## src/rtl/swb_pkg.sv

```systemverilog
package swb_pkg;

  localparam int DATA_W   = 32;
  localparam int COORD_W  = 12;
  localparam int POS_W    = 2 * COORD_W;
  localparam int SPAN_W   = 14;
  localparam int STRIDE_W = 2 * SPAN_W;
  localparam int IDX_W    = 3;
  localparam int NUM_IDX  = 6;

  typedef enum logic [IDX_W-1:0] {
    IDX_CTRL   = 3'd0,
    IDX_TL     = 3'd1,
    IDX_BR     = 3'd2,
    IDX_BASE   = 3'd3,
    IDX_LAST   = 3'd4,
    IDX_STRIDE = 3'd5
  } win_idx_e;

  localparam logic [IDX_W-1:0] GIDX_PROT = 3'd0;
  localparam logic [IDX_W-1:0] GIDX_UPD  = 3'd1;

  typedef struct packed {
    logic                en;
    logic [POS_W-1:0]    tl;
    logic [POS_W-1:0]    br;
    logic [DATA_W-1:0]   base;
    logic [DATA_W-1:0]   last;
    logic [STRIDE_W-1:0] stride;
  } win_cfg_t;

endpackage

```

## src/rtl/swb_decode.sv

```systemverilog
module swb_decode
  import swb_pkg::*;
#(
  parameter int NUM_WIN = 3,
  parameter int PAGE_W  = 2
) (
  input  logic                              wr_en_i,
  input  logic [PAGE_W+IDX_W-1:0]           wr_addr_i,
  output logic [NUM_WIN-1:0][NUM_IDX-1:0]   win_we_o,
  output logic                              prot_we_o,
  output logic                              upd_we_o
);

  logic [PAGE_W-1:0] page;
  logic [IDX_W-1:0]  idx;

  assign page = wr_addr_i[PAGE_W+IDX_W-1:IDX_W];
  assign idx  = wr_addr_i[IDX_W-1:0];

  for (genvar w = 0; w < NUM_WIN; w++) begin : g_win
    for (genvar r = 0; r < NUM_IDX; r++) begin : g_reg
      assign win_we_o[w][r] = wr_en_i && (page == PAGE_W'(w)) && (idx == IDX_W'(r));
    end
  end

  assign prot_we_o = wr_en_i && (page == PAGE_W'(NUM_WIN)) && (idx == GIDX_PROT);
  assign upd_we_o  = wr_en_i && (page == PAGE_W'(NUM_WIN)) && (idx == GIDX_UPD);

endmodule

```

## src/rtl/swb_window.sv

```systemverilog
module swb_window
  import swb_pkg::*;
(
  input  logic               clk,
  input  logic               rst,
  input  logic [NUM_IDX-1:0] we_i,
  input  logic [DATA_W-1:0]  wd_i,
  input  logic               commit_i,
  output win_cfg_t           act_o,
  output win_cfg_t           shd_o
);

  win_cfg_t act_q;
  win_cfg_t shd_q;

  // Active copy: software-visible, written field by field.
  always_ff @(posedge clk) begin
    if (rst) begin
      act_q <= '0;
    end else begin
      if (we_i[IDX_CTRL])   act_q.en     <= wd_i[0];
      if (we_i[IDX_TL])     act_q.tl     <= wd_i[POS_W-1:0];
      if (we_i[IDX_BR])     act_q.br     <= wd_i[POS_W-1:0];
      if (we_i[IDX_BASE])   act_q.base   <= wd_i;
      if (we_i[IDX_LAST])   act_q.last   <= wd_i;
      if (we_i[IDX_STRIDE]) act_q.stride <= wd_i[STRIDE_W-1:0];
    end
  end

  // Shadow copy: scan-out view, loaded as a whole on commit.
  always_ff @(posedge clk) begin
    if (rst) begin
      shd_q <= '0;
    end else if (commit_i) begin
      shd_q <= act_q;
    end
  end

  assign act_o = act_q;
  assign shd_o = shd_q;

endmodule

```

## src/rtl/swb_readback.sv

```systemverilog
module swb_readback
  import swb_pkg::*;
#(
  parameter int NUM_WIN = 3,
  parameter int PAGE_W  = 2
) (
  input  logic                      clk,
  input  logic                      rst,
  input  logic                      rd_en_i,
  input  logic [PAGE_W+IDX_W-1:0]   rd_addr_i,
  input  win_cfg_t [NUM_WIN-1:0]    act_i,
  input  logic [NUM_WIN-1:0]        prot_i,
  input  logic                      upd_i,
  output logic [DATA_W-1:0]         rd_data_o
);

  logic [PAGE_W-1:0] page;
  logic [IDX_W-1:0]  idx;
  win_cfg_t          cfg;
  logic              hit;
  logic [DATA_W-1:0] rd_next;
  logic [DATA_W-1:0] rd_q;

  assign page = rd_addr_i[PAGE_W+IDX_W-1:IDX_W];
  assign idx  = rd_addr_i[IDX_W-1:0];

  always_comb begin
    cfg = '0;
    hit = 1'b0;
    for (int w = 0; w < NUM_WIN; w++) begin
      if (page == PAGE_W'(w)) begin
        cfg = act_i[w];
        hit = 1'b1;
      end
    end
  end

  always_comb begin
    rd_next = '0;
    if (hit) begin
      case (idx)
        IDX_CTRL:   rd_next = {{(DATA_W-1){1'b0}}, cfg.en};
        IDX_TL:     rd_next = {{(DATA_W-POS_W){1'b0}}, cfg.tl};
        IDX_BR:     rd_next = {{(DATA_W-POS_W){1'b0}}, cfg.br};
        IDX_BASE:   rd_next = cfg.base;
        IDX_LAST:   rd_next = cfg.last;
        IDX_STRIDE: rd_next = {{(DATA_W-STRIDE_W){1'b0}}, cfg.stride};
        default:    rd_next = '0;
      endcase
    end else if (page == PAGE_W'(NUM_WIN)) begin
      case (idx)
        GIDX_PROT: rd_next = {{(DATA_W-NUM_WIN){1'b0}}, prot_i};
        GIDX_UPD:  rd_next = {{(DATA_W-1){1'b0}}, upd_i};
        default:   rd_next = '0;
      endcase
    end
  end

  always_ff @(posedge clk) begin
    if (rst) begin
      rd_q <= '0;
    end else if (rd_en_i) begin
      rd_q <= rd_next;
    end
  end

  assign rd_data_o = rd_q;

endmodule

```

## src/rtl/shadow_win_bank.sv

```systemverilog
module shadow_win_bank
  import swb_pkg::*;
#(
  parameter int NUM_WIN = 3,
  parameter int PAGE_W  = $clog2(NUM_WIN + 1)
) (
  input  logic                          clk,
  input  logic                          rst,
  input  logic                          wr_en_i,
  input  logic [PAGE_W+2:0]             wr_addr_i,
  input  logic [31:0]                   wr_data_i,
  input  logic                          rd_en_i,
  input  logic [PAGE_W+2:0]             rd_addr_i,
  output logic [31:0]                   rd_data_o,
  input  logic                          frame_i,
  output logic [NUM_WIN-1:0]            shd_en_o,
  output logic [NUM_WIN*24-1:0]         shd_tl_o,
  output logic [NUM_WIN*24-1:0]         shd_br_o,
  output logic [NUM_WIN*32-1:0]         shd_base_o,
  output logic [NUM_WIN*32-1:0]         shd_last_o,
  output logic [NUM_WIN*28-1:0]         shd_stride_o
);

  logic [NUM_WIN-1:0][NUM_IDX-1:0] win_we;
  logic                            prot_we;
  logic                            upd_we;
  logic [NUM_WIN-1:0]              prot_q;
  logic                            upd_q;
  logic                            xfer;
  logic [NUM_WIN-1:0]              commit;
  win_cfg_t [NUM_WIN-1:0]          act;
  win_cfg_t [NUM_WIN-1:0]          shd;

  swb_decode #(
    .NUM_WIN (NUM_WIN),
    .PAGE_W  (PAGE_W)
  ) u_decode (
    .wr_en_i   (wr_en_i),
    .wr_addr_i (wr_addr_i),
    .win_we_o  (win_we),
    .prot_we_o (prot_we),
    .upd_we_o  (upd_we)
  );

  // Global shadow control: protect mask and one-shot update request.
  always_ff @(posedge clk) begin
    if (rst) begin
      prot_q <= '0;
      upd_q  <= 1'b0;
    end else begin
      if (prot_we) prot_q <= wr_data_i[NUM_WIN-1:0];
      upd_q <= upd_we && wr_data_i[0];
    end
  end

  assign xfer   = frame_i || upd_q;
  assign commit = {NUM_WIN{xfer}} & ~prot_q;

  for (genvar w = 0; w < NUM_WIN; w++) begin : g_win
    swb_window u_win (
      .clk      (clk),
      .rst      (rst),
      .we_i     (win_we[w]),
      .wd_i     (wr_data_i),
      .commit_i (commit[w]),
      .act_o    (act[w]),
      .shd_o    (shd[w])
    );

    assign shd_en_o[w]               = shd[w].en;
    assign shd_tl_o[w*POS_W +: POS_W] = shd[w].tl;
    assign shd_br_o[w*POS_W +: POS_W] = shd[w].br;
    assign shd_base_o[w*DATA_W +: DATA_W] = shd[w].base;
    assign shd_last_o[w*DATA_W +: DATA_W] = shd[w].last;
    assign shd_stride_o[w*STRIDE_W +: STRIDE_W] = shd[w].stride;
  end

  swb_readback #(
    .NUM_WIN (NUM_WIN),
    .PAGE_W  (PAGE_W)
  ) u_readback (
    .clk       (clk),
    .rst       (rst),
    .rd_en_i   (rd_en_i),
    .rd_addr_i (rd_addr_i),
    .act_i     (act),
    .prot_i    (prot_q),
    .upd_i     (upd_q),
    .rd_data_o (rd_data_o)
  );

endmodule

```

## config.mk

```make
export PLATFORM = sky130hd
export DESIGN_NAME = shadow_win_bank
export DESIGN_NICKNAME = d
export VERILOG_FILES = /design/src/rtl/swb_pkg.sv /design/src/rtl/swb_decode.sv /design/src/rtl/swb_window.sv /design/src/rtl/swb_readback.sv /design/src/rtl/shadow_win_bank.sv
export SDC_FILE = /design/constraint.sdc
export NUM_CORES = 2
export LEC_CHECK = 0
export ABC_CLOCK_PERIOD_IN_PS = 1730
export CORE_UTILIZATION = 49
export DETAILED_ROUTE_END_ITERATION = 7
export GPL_ROUTABILITY_DRIVEN = 0
export HOLD_SLACK_MARGIN = 0.15
export PLACE_DENSITY = 0.76
export RECOVER_POWER = 50
export SYNTH_ARGS = -nofsm -noshare
export SYNTH_HDL_FRONTEND = slang
export SYNTH_SLANG_ARGS = --single-unit
export TNS_END_PERCENT = 5
```

## constraint.sdc

```tcl
create_clock -name clk -period 1.73 [get_ports clk]
set_clock_uncertainty 0.05 [all_clocks]
set_input_delay 0.346 -clock clk [delete_from_list [all_inputs] [get_ports clk]]
set_output_delay 0.346 -clock clk [all_outputs]
set_load 0.005 [all_outputs]
```

==> results.py <==
metrics = {
    "route": {
        "dr.pass1.iters": 8,
        "num_vias": 34100,
        "routedWlPerCell_um": 22.8,
        "dr.first_iter.drc_count": 4826,
        "wirelength_um": 134000,
        "ant_nets": 0,
        "vias_per_cell": 5.80,
        "drcViolationCount": 16,
    },
    "synthesis": {
        "yosysUniqueCellTypes": 48,
        "synth_edf_count": 0,
        "seq_area_frac_synth_pct": 51.9,
        "syn_nets": 4358,
        "synthTopCellsByCount": "1,713 x nand2_1, 882 x dfxtp_1, 849 x a21oi_1",
        "synth.area.top_cells": "dfxtp_1 52%, nand2_1 19%, a21oi_1 12%",
        "synthFlopType": "dfxtp_1",
        "synth_seq_cells": 882,
        "synth_top_area_share_pct": 51.9,
        "synth_top_area_cell": "dfxtp_1",
        "synth_cells": 4311,
        "syn_area_sq_um": 34100,
        "async_flop_share_pct": 0,
        "synth_area_per_cell_sq_um": 7.90,
        "synth_most_common_cell": "nand2_1",
        "yosys_warnings": 0,
    },
    "setup_path": {
        "slowest_delay_ns": 0.36,
        "required_ns": 1.33,
        "crit_path_start_kind": "register",
        "reg2reg_depth": 6,
        "crit_fanout": 2,
        "path_cells": "clkdlybuf4s15_1",
        "crit_path_end_kind": "output port",
        "arrival_ns": 1.34,
        "crit_cells": 1,
        "critPathKind": "register to output port",
        "path_buf_inv": 1,
        "cp_top_family": "flip-flops",
        "slowest_stage": "dfxtp_1",
    },
    "layout": {
        "syn_to_final_growth_pct": 33.4,
        "instances_no_fill": 5869,
        "nNetsFinal": 4911,
        "post-route-util_pct": 66.1,
        "drive_gt1_share_pct": 15.0,
        "finalInstanceArea_sq_um": 45400,
    },
    "clock_tree": {
        "clk_latency_ns": 0.66,
        "cts_tree": "built",
        "cts_sinks": 882,
        "numCtsBuffers": 87,
        "post_cts_buffers": 0,
        "root_buffer": "clkbuf_16",
        "htreeDepth": 3,
        "cts.clk_slew.worst_paths_ns": 0.07,
        "clk_path_buf_depth": 3,
    },
    "min_path": {
        "min_path_cells": 4,
        "hold_class": "input port to register",
    },
    "floorplanning": {
        "num_rows": 96,
        "initial_core_util_pct": 49.6,
        "ioPinCount": 502,
        "fp.dieW_um": 266,
        "die_h_um": 266,
        "core_sq_um": 68700,
        "die_area_sq_um": 70600,
    },
    "timing": {
        "finalSetupViolations": 1,
        "rsz0062_at_grt": "yes",
        "max_slew_margin_pct": 63.6,
        "slew_viol_final": 0,
        "max_freq_mhz": 575,
        "min_period_ns": 1.74,
        "finalHoldViolations": 0,
        "finalCritPeriodShare_pct": 101,
        "setup_ws_ns": -0.0101,
        "tightest_slew_ns": 0.530,
    },
    "run_status": {
        "status": "finished with violations",
        "violations": "DRC, setup timing",
    },
    "grt": {
        "track_usage_pct": 36.9,
        "grt_max_degree": 106,
        "grt.overflow.total": 0,
        "grt_pass1_wl_um": 197000,
        "grt_pass1_vias": 31300,
        "antenna_found_initial": 8,
    },
    "power_and_ir_drop": {
        "ir_drop_uv": 774,
        "p_per_area_nw_per_um2": 952,
        "p_leak_nw": 17.5,
    },
    "placed_design": {
        "place_hpwl_um": 94700,
        "port-buffer-count": 501,
        "dp.cells": 5705,
        "placed_cell_area_sq_um": 42900,
    },
    "job": {
        "maxCapViolCount": 0,
    },
}
## cell families after synthesis
group	after synthesis	share of synthesized area (%)
mux	172	5.13
compound gates	1047	17.4
simple gates	1839	21.1
flops	882	51.9
buf+inv	371	4.53
## final timing paths
check / endpoint / slack, ns / start
hold / removal: u_readback.rd_data_o[0] / 0.28 / rd_addr_i[2]
hold reg to reg: g_win[1].u_win.shd_o[42] / 0.40 / g_win[1].u_win.shd_o[42]
setup reg to reg: g_win[2].u_win.shd_o[31] / 0.03 / upd_q
setup / recovery: rd_data_o[27] / -0.01 / u_readback.rd_data_o[27]
## sequential cells by signal, indices dropped and copies added (netlist names)
signal / flops
g_win.u_win.act_o: 423
g_win.u_win.shd_o: 423
prot_q: 3
u_readback.rd_data_o: 32
upd_q: 1
## power by group
group | internal [mW] | leakage (nW) | switching [mW]
combinational | 0.899 | 8.79 | 1.72
sequential | 20.4 | 7.21 | 0.0860
clock | 11.9 | 1.48 | 8.30
## metal layers
| layer | routed length [um] | vias up | GRT usage, % |
|---|---|---|---|
| met1 | 49000 | 15900 | 45.9 |
| li1 | - | 15400 | - |
| met5 | 67 | - | 0 |
| met4 | 9760 | 8 | 23.4 |
| met3 | 15700 | 478 | 9.29 |
| met2 | 59500 | 2214 | 57.2 |
## tightest hold or removal path, cell delays in order
cell     delay [ns]
buf_2          0.20
buf_12         0.19
or4_1          0.13
a31oi_1        0.06
## metrics by stage
step | total power, mW | hold WS [ns] | setup WS [ns] | setup TNS, ns
2_1_floorplan | 22.1 | 0.392 | -0.0259 | -0.499
3_3_place_gp | 23.5 | 0.392 | -0.730 | -296.27
3_5_place_dp | 23.5 | 0.396 | -0.762 | -315.91
4_1_cts | 43.2 | 0.250 | 0.000212 | 0
5_1_grt | 44.2 | 0.279 | -0.00647 | -0.0175
6_report | 43.2 | 0.282 | -0.0101 | -0.0101
## cell type report
class | count | area, sq um
Multi-Input combinational cell | 3058 | 15100
Timing Repair Buffer | 828 | 8190
Sequential cell | 882 | 17900
Clock buffer | 118 | 2520
Clock inverter | 38 | 504
Inverter | 7 | 26.3
Antenna cell | 7 | 17.5
Tap cell | 931 | 1160
Fill cell | 5660 | 23300
## cells in the final DEF (no fill, tap or decap), types with 20 or more instances in the layout
| cell type | instances |
|---|---|
| nand2_1 | 1713 |
| a21oi_1 | 849 |
| dfxtp_1 | 700 |
| dlygate4sd2_1 | 438 |
| buf_4 | 193 |
| dfxtp_2 | 160 |
| mux2i_1 | 151 |
| buf_12 | 105 |
| clkbuf_16 | 91 |
| nor2_1 | 42 |
| clkdlybuf4s50_1 | 40 |
| o2bb2ai_1 | 38 |
| a211oi_1 | 25 |
| clkbuf_1 | 25 |
| nand2b_1 | 23 |
| dfxtp_4 | 22 |
| mux2_2 | 21 |
| a32o_1 | 20 |
## repair_timing
item | in CTS | in global routing
hold buffers | 1 | 0
endpoints found under the hold margin | 14 | 0
gates resized for setup | 680 | 9
setup endpoints to repair | 481 | 8
Note: power is estimated with default switching activity, not from simulation.
